[config.mk]
export PLATFORM = sky130hd
export DESIGN_NAME = modem_ctl_unit
export DESIGN_NICKNAME = d
export VERILOG_FILES = /design/src/rtl/modem_pkg.sv /design/src/rtl/modem_sync.sv /design/src/rtl/modem_ctl_reg.sv /design/src/rtl/modem_status.sv /design/src/rtl/modem_ctl_unit.sv
export SDC_FILE = /design/constraint.sdc
export NUM_CORES = 1
export LEC_CHECK = 0
export ABC_CLOCK_PERIOD_IN_PS = 1000
export BUFFER_PORTS_ARGS = -buffer_cell sky130_fd_sc_hd__buf_4
export CAP_MARGIN = 20
export CORE_MARGIN = 4
export CORE_UTILIZATION = 40
export DETAILED_ROUTE_END_ITERATION = 7
export GPL_TIMING_DRIVEN = 1
export PLACE_DENSITY = 0.65
export SYNTH_ARGS = -nofsm -noshare
export SYNTH_HDL_FRONTEND = slang
export SYNTH_SLANG_ARGS = --single-unit
[constraint.sdc]
create_clock -name clk -period 1 [get_ports clk]
set_input_delay 0.2 -clock clk [delete_from_list [all_inputs] [get_ports clk]]
set_output_delay 0.2 -clock clk [all_outputs]
set_load 0.02 [all_outputs]
[src/rtl/modem_pkg.sv]
package modem_pkg;
  // Index of each modem input inside level and change vectors
  localparam int IDX_CTS = 0;
  localparam int IDX_DSR = 1;
  localparam int IDX_RI  = 2;
  localparam int IDX_DCD = 3;
  localparam int NUM_IN  = 4;

  // Control register bit positions
  localparam int CTL_DTR  = 0;
  localparam int CTL_RTS  = 1;
  localparam int CTL_OUT1 = 2;
  localparam int CTL_OUT2 = 3;
  localparam int CTL_W    = 4;

  // Register select encoding
  localparam logic SEL_CTRL = 1'b0;
  localparam logic SEL_STAT = 1'b1;

  typedef logic [NUM_IN-1:0] mvec_t;
  typedef logic [CTL_W-1:0]  cvec_t;
endpackage

[src/rtl/modem_sync.sv]
module modem_sync #(
  parameter int STAGES = 2,
  parameter int WIDTH  = 4
) (
  input  logic             clk,
  input  logic             rst,
  input  logic [WIDTH-1:0] din,
  output logic [WIDTH-1:0] dout
);
  localparam int LAST = STAGES - 1;

  logic [WIDTH-1:0] chain [STAGES];

  // Pins idle high, so every stage resets to ones
  always_ff @(posedge clk) begin
    if (rst) begin
      for (int i = 0; i < STAGES; i++) chain[i] <= '1;
    end else begin
      chain[0] <= din;
      for (int i = 1; i < STAGES; i++) chain[i] <= chain[i-1];
    end
  end

  assign dout = chain[LAST];
endmodule

[src/rtl/modem_ctl_reg.sv]
module modem_ctl_reg
  import modem_pkg::*;
(
  input  logic  clk,
  input  logic  rst,
  input  logic  wr_ctl,
  input  cvec_t wdata,
  input  logic  loop_mode,
  output cvec_t ctrl_q,
  output cvec_t pins_n
);
  cvec_t ctrl_d;
  cvec_t pins_d;

  assign ctrl_d = wr_ctl ? wdata : ctrl_q;

  genvar g;
  generate
    for (g = 0; g < CTL_W; g++) begin : g_pin
      // Active-low drive, held idle in loop mode
      assign pins_d[g] = loop_mode | ~ctrl_d[g];
    end
  endgenerate

  always_ff @(posedge clk) begin
    if (rst) begin
      ctrl_q <= '0;
      pins_n <= '1;
    end else begin
      ctrl_q <= ctrl_d;
      pins_n <= pins_d;
    end
  end

  assert_loop_idle_R4: assert property (@(posedge clk) disable iff (rst)
    loop_mode |=> (&pins_n));

  assert_pins_follow_ctrl_R3: assert property (@(posedge clk) disable iff (rst)
    !loop_mode |=> (pins_n == ~ctrl_q));
endmodule

[src/rtl/modem_status.sv]
module modem_status
  import modem_pkg::*;
(
  input  logic  clk,
  input  logic  rst,
  input  mvec_t pin_lvl,
  input  logic  loop_mode,
  input  cvec_t ctrl_q,
  input  logic  stat_rd,
  input  logic  msi_en,
  output mvec_t lvl_q,
  output mvec_t delta_q,
  output logic  irq
);
  mvec_t loop_lvl;
  mvec_t lvl_src;
  mvec_t change;
  mvec_t delta_d;

  // Loopback routing of control bits into the status view
  assign loop_lvl[IDX_CTS] = ctrl_q[CTL_RTS];
  assign loop_lvl[IDX_DSR] = ctrl_q[CTL_DTR];
  assign loop_lvl[IDX_RI]  = ctrl_q[CTL_OUT1];
  assign loop_lvl[IDX_DCD] = ctrl_q[CTL_OUT2];

  assign lvl_src = loop_mode ? loop_lvl : pin_lvl;

  genvar g;
  generate
    for (g = 0; g < NUM_IN; g++) begin : g_edge
      if (g == IDX_RI) begin : g_trail
        // Ring flag only when the active level ends (pin returns high)
        assign change[g] = lvl_q[g] & ~lvl_src[g];
      end else begin : g_any
        assign change[g] = lvl_q[g] ^ lvl_src[g];
      end
    end
  endgenerate

  assign delta_d = (stat_rd ? '0 : delta_q) | change;

  always_ff @(posedge clk) begin
    if (rst) begin
      lvl_q   <= '0;
      delta_q <= '0;
      irq     <= 1'b0;
    end else begin
      lvl_q   <= lvl_src;
      delta_q <= delta_d;
      irq     <= msi_en & (|delta_d);
    end
  end

  assert_delta_sticky_R6: assert property (@(posedge clk) disable iff (rst)
    !stat_rd |=> ((delta_q & $past(delta_q)) == $past(delta_q)));

  assert_read_clears_R8: assert property (@(posedge clk) disable iff (rst)
    (stat_rd && (change == '0)) |=> (delta_q == '0));

  assert_ri_trailing_only_R7: assert property (@(posedge clk) disable iff (rst)
    (!delta_q[IDX_RI] && !(lvl_q[IDX_RI] && !lvl_src[IDX_RI])) |=> !delta_q[IDX_RI]);

  assert_irq_enabled_R10: assert property (@(posedge clk) disable iff (rst)
    msi_en |=> (irq == (|delta_q)));

  assert_irq_masked_R10: assert property (@(posedge clk) disable iff (rst)
    !msi_en |=> !irq);
endmodule

[src/rtl/modem_ctl_unit.sv]
module modem_ctl_unit
  import modem_pkg::*;
#(
  parameter int SYNC_STAGES = 2,
  parameter int DATA_W      = 8
) (
  input  logic              clk,
  input  logic              rst,
  input  logic              reg_sel,
  input  logic              wr_en,
  input  logic              rd_en,
  input  logic [DATA_W-1:0] wdata,
  output logic [DATA_W-1:0] rdata,
  input  logic              msi_en,
  input  logic              loop_mode,
  input  logic              cts_n,
  input  logic              dsr_n,
  input  logic              ri_n,
  input  logic              dcd_n,
  output logic              dtr_n,
  output logic              rts_n,
  output logic              out1_n,
  output logic              out2_n,
  output logic              irq
);
  localparam int LVL_LSB = NUM_IN;
  localparam int LVL_MSB = 2 * NUM_IN - 1;

  mvec_t pins_raw;
  mvec_t pins_sync;
  mvec_t pin_lvl;
  mvec_t lvl_q;
  mvec_t delta_q;
  cvec_t ctrl_q;
  cvec_t pins_n;
  logic  wr_ctl;
  logic  stat_rd;
  logic [DATA_W-1:0] stat_word;
  logic [DATA_W-1:0] ctrl_word;

  initial begin
    if (DATA_W < 2 * NUM_IN) $error("DATA_W too small for status byte");
  end

  assign wr_ctl  = wr_en & (reg_sel == SEL_CTRL);
  assign stat_rd = rd_en & (reg_sel == SEL_STAT);

  assign pins_raw[IDX_CTS] = cts_n;
  assign pins_raw[IDX_DSR] = dsr_n;
  assign pins_raw[IDX_RI]  = ri_n;
  assign pins_raw[IDX_DCD] = dcd_n;

  modem_sync #(.STAGES(SYNC_STAGES), .WIDTH(NUM_IN)) u_sync (
    .clk  (clk),
    .rst  (rst),
    .din  (pins_raw),
    .dout (pins_sync)
  );

  assign pin_lvl = ~pins_sync;

  modem_ctl_reg u_ctl (
    .clk       (clk),
    .rst       (rst),
    .wr_ctl    (wr_ctl),
    .wdata     (wdata[CTL_W-1:0]),
    .loop_mode (loop_mode),
    .ctrl_q    (ctrl_q),
    .pins_n    (pins_n)
  );

  modem_status u_stat (
    .clk       (clk),
    .rst       (rst),
    .pin_lvl   (pin_lvl),
    .loop_mode (loop_mode),
    .ctrl_q    (ctrl_q),
    .stat_rd   (stat_rd),
    .msi_en    (msi_en),
    .lvl_q     (lvl_q),
    .delta_q   (delta_q),
    .irq       (irq)
  );

  assign dtr_n  = pins_n[CTL_DTR];
  assign rts_n  = pins_n[CTL_RTS];
  assign out1_n = pins_n[CTL_OUT1];
  assign out2_n = pins_n[CTL_OUT2];

  always_comb begin
    stat_word = '0;
    stat_word[LVL_MSB:LVL_LSB] = lvl_q;
    stat_word[NUM_IN-1:0]      = delta_q;
    ctrl_word = '0;
    ctrl_word[CTL_W-1:0]       = ctrl_q;
  end

  always_ff @(posedge clk) begin
    if (rst) begin
      rdata <= '0;
    end else if (rd_en) begin
      rdata <= (reg_sel == SEL_STAT) ? stat_word : ctrl_word;
    end
  end

  assert_ctrl_read_upper_zero_R2: assert property (@(posedge clk) disable iff (rst)
    (rd_en && (reg_sel == SEL_CTRL)) |=> (rdata[DATA_W-1:CTL_W] == '0));
endmodule

=== Word level (Yosys, flattened, before mapping) ===
Memories as Yosys holds them, arrays and structs flattened.
Cells that the tools add are included.
W data, S select, Z words.

* Flip-flop bits (word level): 25
* Bits in writable memories: 8
* Input port bits: 19
* Logic and storage cells: 38
* Memories: 1

* Multiplexer cells: 9
* Bitwise gates (word level): 21
* Reduce and logical (&&, ||, !) cells: 1

{| class="wikitable"
|+ Memory list
! name !! words !! width !! rd ports !! clocked after memory_dff !! write ports !! line !! text
|-
| u_sync.chain || 2 || 4 || 2 || 0 || 2 || modem_sync.sv:12 || <nowiki>logic [WIDTH-1:0] chain [STAGES];</nowiki>
|}

{| class="wikitable"
|+ Operator list
! kind !! number
|-
| $mux W4 || 5
|-
| $mux W8 || 1
|-
| $not A1 Y1 || 6
|-
| $or A1 B1 Y1 || 6
|-
| $and A1 B1 Y1 || 4
|-
| $not A4 Y4 || 1
|-
| $or A4 B4 Y4 || 1
|-
| $reduce_or A4 Y1 || 1
|-
| $mux W1 || 3
|-
| $xor A1 B1 Y1 || 3
|}

=== Depth between registers and ports, before layout ===
An unclocked memory read counts as a cell.

* Word-level depth: 8
* Mapped depth: 6

=== Modules after synthesis ===
Synthesis repeated with hierarchy kept, for this count alone.

* Cell total of the unflattened synthesis: 116
* Area, all modules: 1227.4 um^2

{| class="wikitable"
|+ By module, submodules not included
! module !! instances !! cells an instance !! area an instance (um^2) !! sequential area each (um^2)
|-
| modem_ctl_unit || 1 || 42 || 376.6 || 160.2
|-
| modem_status || 1 || 33 || 355.3 || 180.2
|-
| modem_ctl_reg || 1 || 21 || 255.2 || 160.2
|-
| modem_sync || 1 || 20 || 240.2 || 160.2
|}

=== Worst setup path before layout ===
OpenSTA, ideal clock, no wires.

* Kind: in2reg
* Start point: input loop_mode
* End point: register u_stat.irq
* Setup time: 0.138 ns
* Arrival: 0.923 ns
* Data required time: 0.862 ns
* Setup slack: -0.061 ns
* Cell stages on the path: 5
* Buffers on the path: 1
* Cells stage by stage: buf_6 nor2b_2 o21ai_1 nor3b_1 a41oi_1

* Word-level cells in the longest chain between the ends: 6
* Elaborated cells between the ends (all ways): 9

{| class="wikitable"
|+ RTL lines
! item !! line !! text
|-
| start, declared || modem_ctl_unit.sv:15 || <nowiki>input logic loop_mode,</nowiki>
|-
| $mux W4 * || modem_status.sv:26 || <nowiki>assign lvl_src = loop_mode ? loop_lvl : pin_lvl;</nowiki>
|-
| $not A1 Y1 || modem_status.sv:33 || <nowiki>assign change[g] = lvl_q[g] & ~lvl_src[g];</nowiki>
|-
| $and A1 B1 Y1 || modem_status.sv:33 ||
|-
| $or A4 B4 Y4 * || modem_status.sv:40 || <nowiki>assign delta_d = (stat_rd ? '0 : delta_q) | change;</nowiki>
|-
| $reduce_or A4 Y1 * || modem_status.sv:50 || <nowiki>irq <= msi_en & (|delta_d);</nowiki>
|-
| $and A1 B1 Y1 * || modem_status.sv:50 ||
|-
| end signal, assigned || modem_status.sv:50 ||
|-
| end, declared || modem_status.sv:13 || <nowiki>output logic irq</nowiki>
|}

Every way passes the cells marked *; elsewhere a longest branch is shown, timed or not.
A chain may end at the register's enable or synchronous reset.

==> qor.csv <==
stage,metric,value,unit
clocking,htree depth,2,
logic_synthesis,cells after synthesis,118,
placement,port bufs,27,
floorplanning,die height,62.86,µm
global_routing,initial antenna violation count,0,
logic_synthesis,"Seq/Total Area, Yosys",54.89,%
clocking,root buffer cell,clkbuf_4,
setup_path,Reg2Reg Depth,4,
layout,fill cell count,229,
clocking,"Clk pin slew, worst setup/hold paths",0.10,ns
floorplanning,core area,0.002805,mm²
setup_path,crit path from,u_sync.chain[0][5],
sta,RSZ-0062 raised after global routing,yes,
setup_path,Reg-to-Reg End,u_stat.irq,
sta,Pins Over Slew Limit,0,
logic_synthesis,Post-synth EDFFs,0,
global_routing,grt ovf,0,
worst_hold_path,HP Start,ri_n,
sta,final hold vios,0,
floorplanning,Die X,62.86,µm
detailed_routing,Initial DRT Pass Iterations,4,
detailed_routing,DRC viols,0,
worst_hold_path,Hold Path Class,in -> reg,
logic_synthesis,asr flop ratio synth,0,%
placement,DP Worst Slack,-0.1273,ns
logic_synthesis,Synth area leader,dfxtp_1,
logic_synthesis,Synth Warn #,0,
setup_path,critical path type,reg -> reg,
detailed_routing,Starting DRT DRC Count,27,
sta,Worst Tran Pin Value,0.2369,ns
placement,RD Place Congestion,0.7608,
detailed_routing,total number of vias,896,
logic_synthesis,Unique masters post-synth,26,
floorplanning,I/O pin count,32,
run_status,status,"finished, violations left",
worst_hold_path,hold depth,2,
detailed_routing,post-route ant nets,0,
layout,share of cells above drive strength 1,54.19,%
logic_synthesis,Mapped Nets,137,
setup_path,Arrival @ worst endpoint,1.25,ns
run_status,violated checks,negative setup slack,
sta,hold_ws,0.05412,ns
setup_path,Critical Path RT,1.20,ns
setup_path,Startpoint Class,flip-flop,
sta,Max Fclk,950.1,MHz
logic_synthesis,"top cells by area, synth","dfxtp_1 (55%), mux2i_1 (7.5%), or2_2 (4.2%)",
clocking,# hold bufs at CTS,0,
sta,PnR worst setup slack,-0.05247,ns
global_routing,GRT Total Usage,11.84,%
layout,Diodes inserted,0,
logic_synthesis,Main synth FF type,dfxtp_1,
placement,DP Cell Count,175,
clocking,clk sinks,33,
layout,Multi-input gate area,560.5,µm²
run,max_cap viols,0,
setup_path,slowest CP cell,dfxtp_1,
layout,Nets,173,
detailed_routing,wire length per cell,12.12,µm
logic_synthesis,"FF+latch count, synth",33,
clocking,Num CTS Buffers,5,
worst_hold_path,hold path endpoint,u_sync.chain[0][2],
layout,"Design Area, Final",0.001707,mm²
clocking,clock buffer depth,2,
sta,final setup fails,3,
global_routing,vias in the first global route,858,
setup_path,crit-path leading delay family,simple AND/OR/NAND/NOR gates,
layout,synthesis-to-layout area growth,41.79,%
global_routing,first-pass GRT wire length,3.677,mm
layout,Sequential Area,684.4,µm²
floorplanning,initial cell density of the core,42.91,%
logic_synthesis,Synth top area share,54.89,%
setup_path,CP bufs+invs,0,
floorplanning,die footprint,0.003951,mm²
placement,Placed Area,0.001446,mm²
power_and_ir_drop,Peak VDD IR,0.9877,mV
placement,DP HPWL,1.633,mm
logic_synthesis,Mapped Area,0.001204,mm²
layout,fin cells,186,
sta,period utilization,105.2,%
sta,Layout Skew,0.006703,ns
setup_path,Critical Path Sink Type,flip-flop,
logic_synthesis,Post-Syn Area per Cell,10.20,µm²
power_and_ir_drop,static leakage,0.7132,nW
floorplanning,Core Rows,19,
sta,crit path time final,1.052,ns
detailed_routing,WL final,2.254,mm
setup_path,FF-to-FF Start,u_sync.chain[0][5],
detailed_routing,Avg Vias per Cell,4.817,
sta,relative slew slack,83.90,%
setup_path,CP peak stage delay,0.31,ns
setup_path,worst-path maximum fanout,3,
global_routing,largest net degree at the start of global routing,22,
setup_path,FF-to-FF setup slack,-0.05,ns
clocking,CTS tree,built,
clocking,worst skew pair latency,0.32,ns
layout,fin util,60.84,%
setup_path,crit-path cells,nor2b_4 -> o21ai_1 -> nor3b_4 -> a41oi_2,
power_and_ir_drop,Power Dens Cells,1632,mW/mm²
[worst max path at each step]
| stage | endpoint | slack [ns] | cells past startpoint |
|---|---|---|---|
| CTS | u_stat.irq | -0.04 | 4 |
| global placement | u_stat.irq | -0.10 | 5 |
| detailed placement | u_stat.irq | -0.13 | 5 |
| floorplan | u_ctl.pins_n[0] | -0.02 | 5 |
| global route | u_stat.irq | -0.13 | 4 |
| finish | u_stat.irq | -0.05 | 4 |
[sequential cells by signal (all words and copies together), names as in the netlist]
name and cells:
rdata 8, u_sync.chain 8, u_ctl.ctrl_q 4, u_ctl.pins_n 4, u_stat.delta_q 4, u_stat.lvl_q 4
u_stat.irq 1
[metal layers]
metal	part of all wire [%]	global-route usage, %	vias to the layer above
li1	-	-	468
met3	5.6	3.417	5
met5	0	0	-
met2	47	18.38	26
met1	46	14.63	397
met4	1.5	6.612	0
[worst reg2reg max path, delay by kind of cell, from the launching register on]
kind               cells  cell delay, ns
and+or+nand+nor        2            0.36
AOI/OAI and AO/OA      2            0.26
DFF                    1            0.31
[where the power goes]
part | switching, mW | internal [mW] | leakage [nW]
Combinational | 0.165 | 0.196 | 0.393
Clock | 0.414 | 0.597 | 0.0455
Sequential | 0.0364 | 1.38 | 0.275
Total | 0.616 | 2.17 | 0.713
[layout by cell type (no fill, tap or decap), types with 2 or more instances in the layout]
master,instances
buf_4,23
dfxtp_1,18
buf_6,14
dfxtp_2,13
nor2_1,12
or2_2,8
mux2i_1,7
nand2b_1,5
a21oi_1,5
a211oi_1,5
clkbuf_4,5
or3_1,4
nand3_1,4
nor2b_4,3
nor3_2,3
nor2b_2,2
o21a_1,2
nor3_1,2
dfxtp_4,2
[repair_timing]
action	4_1_cts	5_1_grt
resized for setup	26	22
buffers inserted	0	3
pin swaps	1	6
setup endpoints to repair	12	15
[cell families after synthesis]
logic type,Yosys count,share of synthesized area (%)
xor gates and xnor gates,1,0.7278
and+or+nand+nor,49,22.97
buffers and inverters,10,5.301
muxes,9,7.485
DFF,33,54.89
AOI/OAI and AO/OA,16,8.628
[per-stage QoR]
step                      power [mW]   TNS, ns
after CTS                      2.767  -0.03752
after global routing           2.900   -0.4346
after floorplan                1.632  -0.06253
after detailed placement       1.739   -0.6435
final                          2.786  -0.07043
after global placement         1.731   -0.4665
[layout make-up]
type | instances | area share, %
multi-input combinational | 75 | 32.84
clock inverter | 1 | 1.760
inverter | 2 | 0.4399
tap | 31 | 2.273
clock buffer | 7 | 3.226
timing repair buffer | 37 | 19.35
sequential | 33 | 40.10
[synthesized netlist by cell type (all sizes together) (4+ instances only)]
| master | number |
|---|---|
| nor2 | 13 |
| a211oi | 5 |
| nor2b | 6 |
| mux2i | 9 |
| nand3 | 4 |
| or2 | 8 |
| buf | 6 |
| nand2b | 5 |
| dfxtp | 33 |
| or3 | 4 |
| a21oi | 6 |
| nor3 | 5 |
No activity file was read; power rests on OpenSTA's default activity.
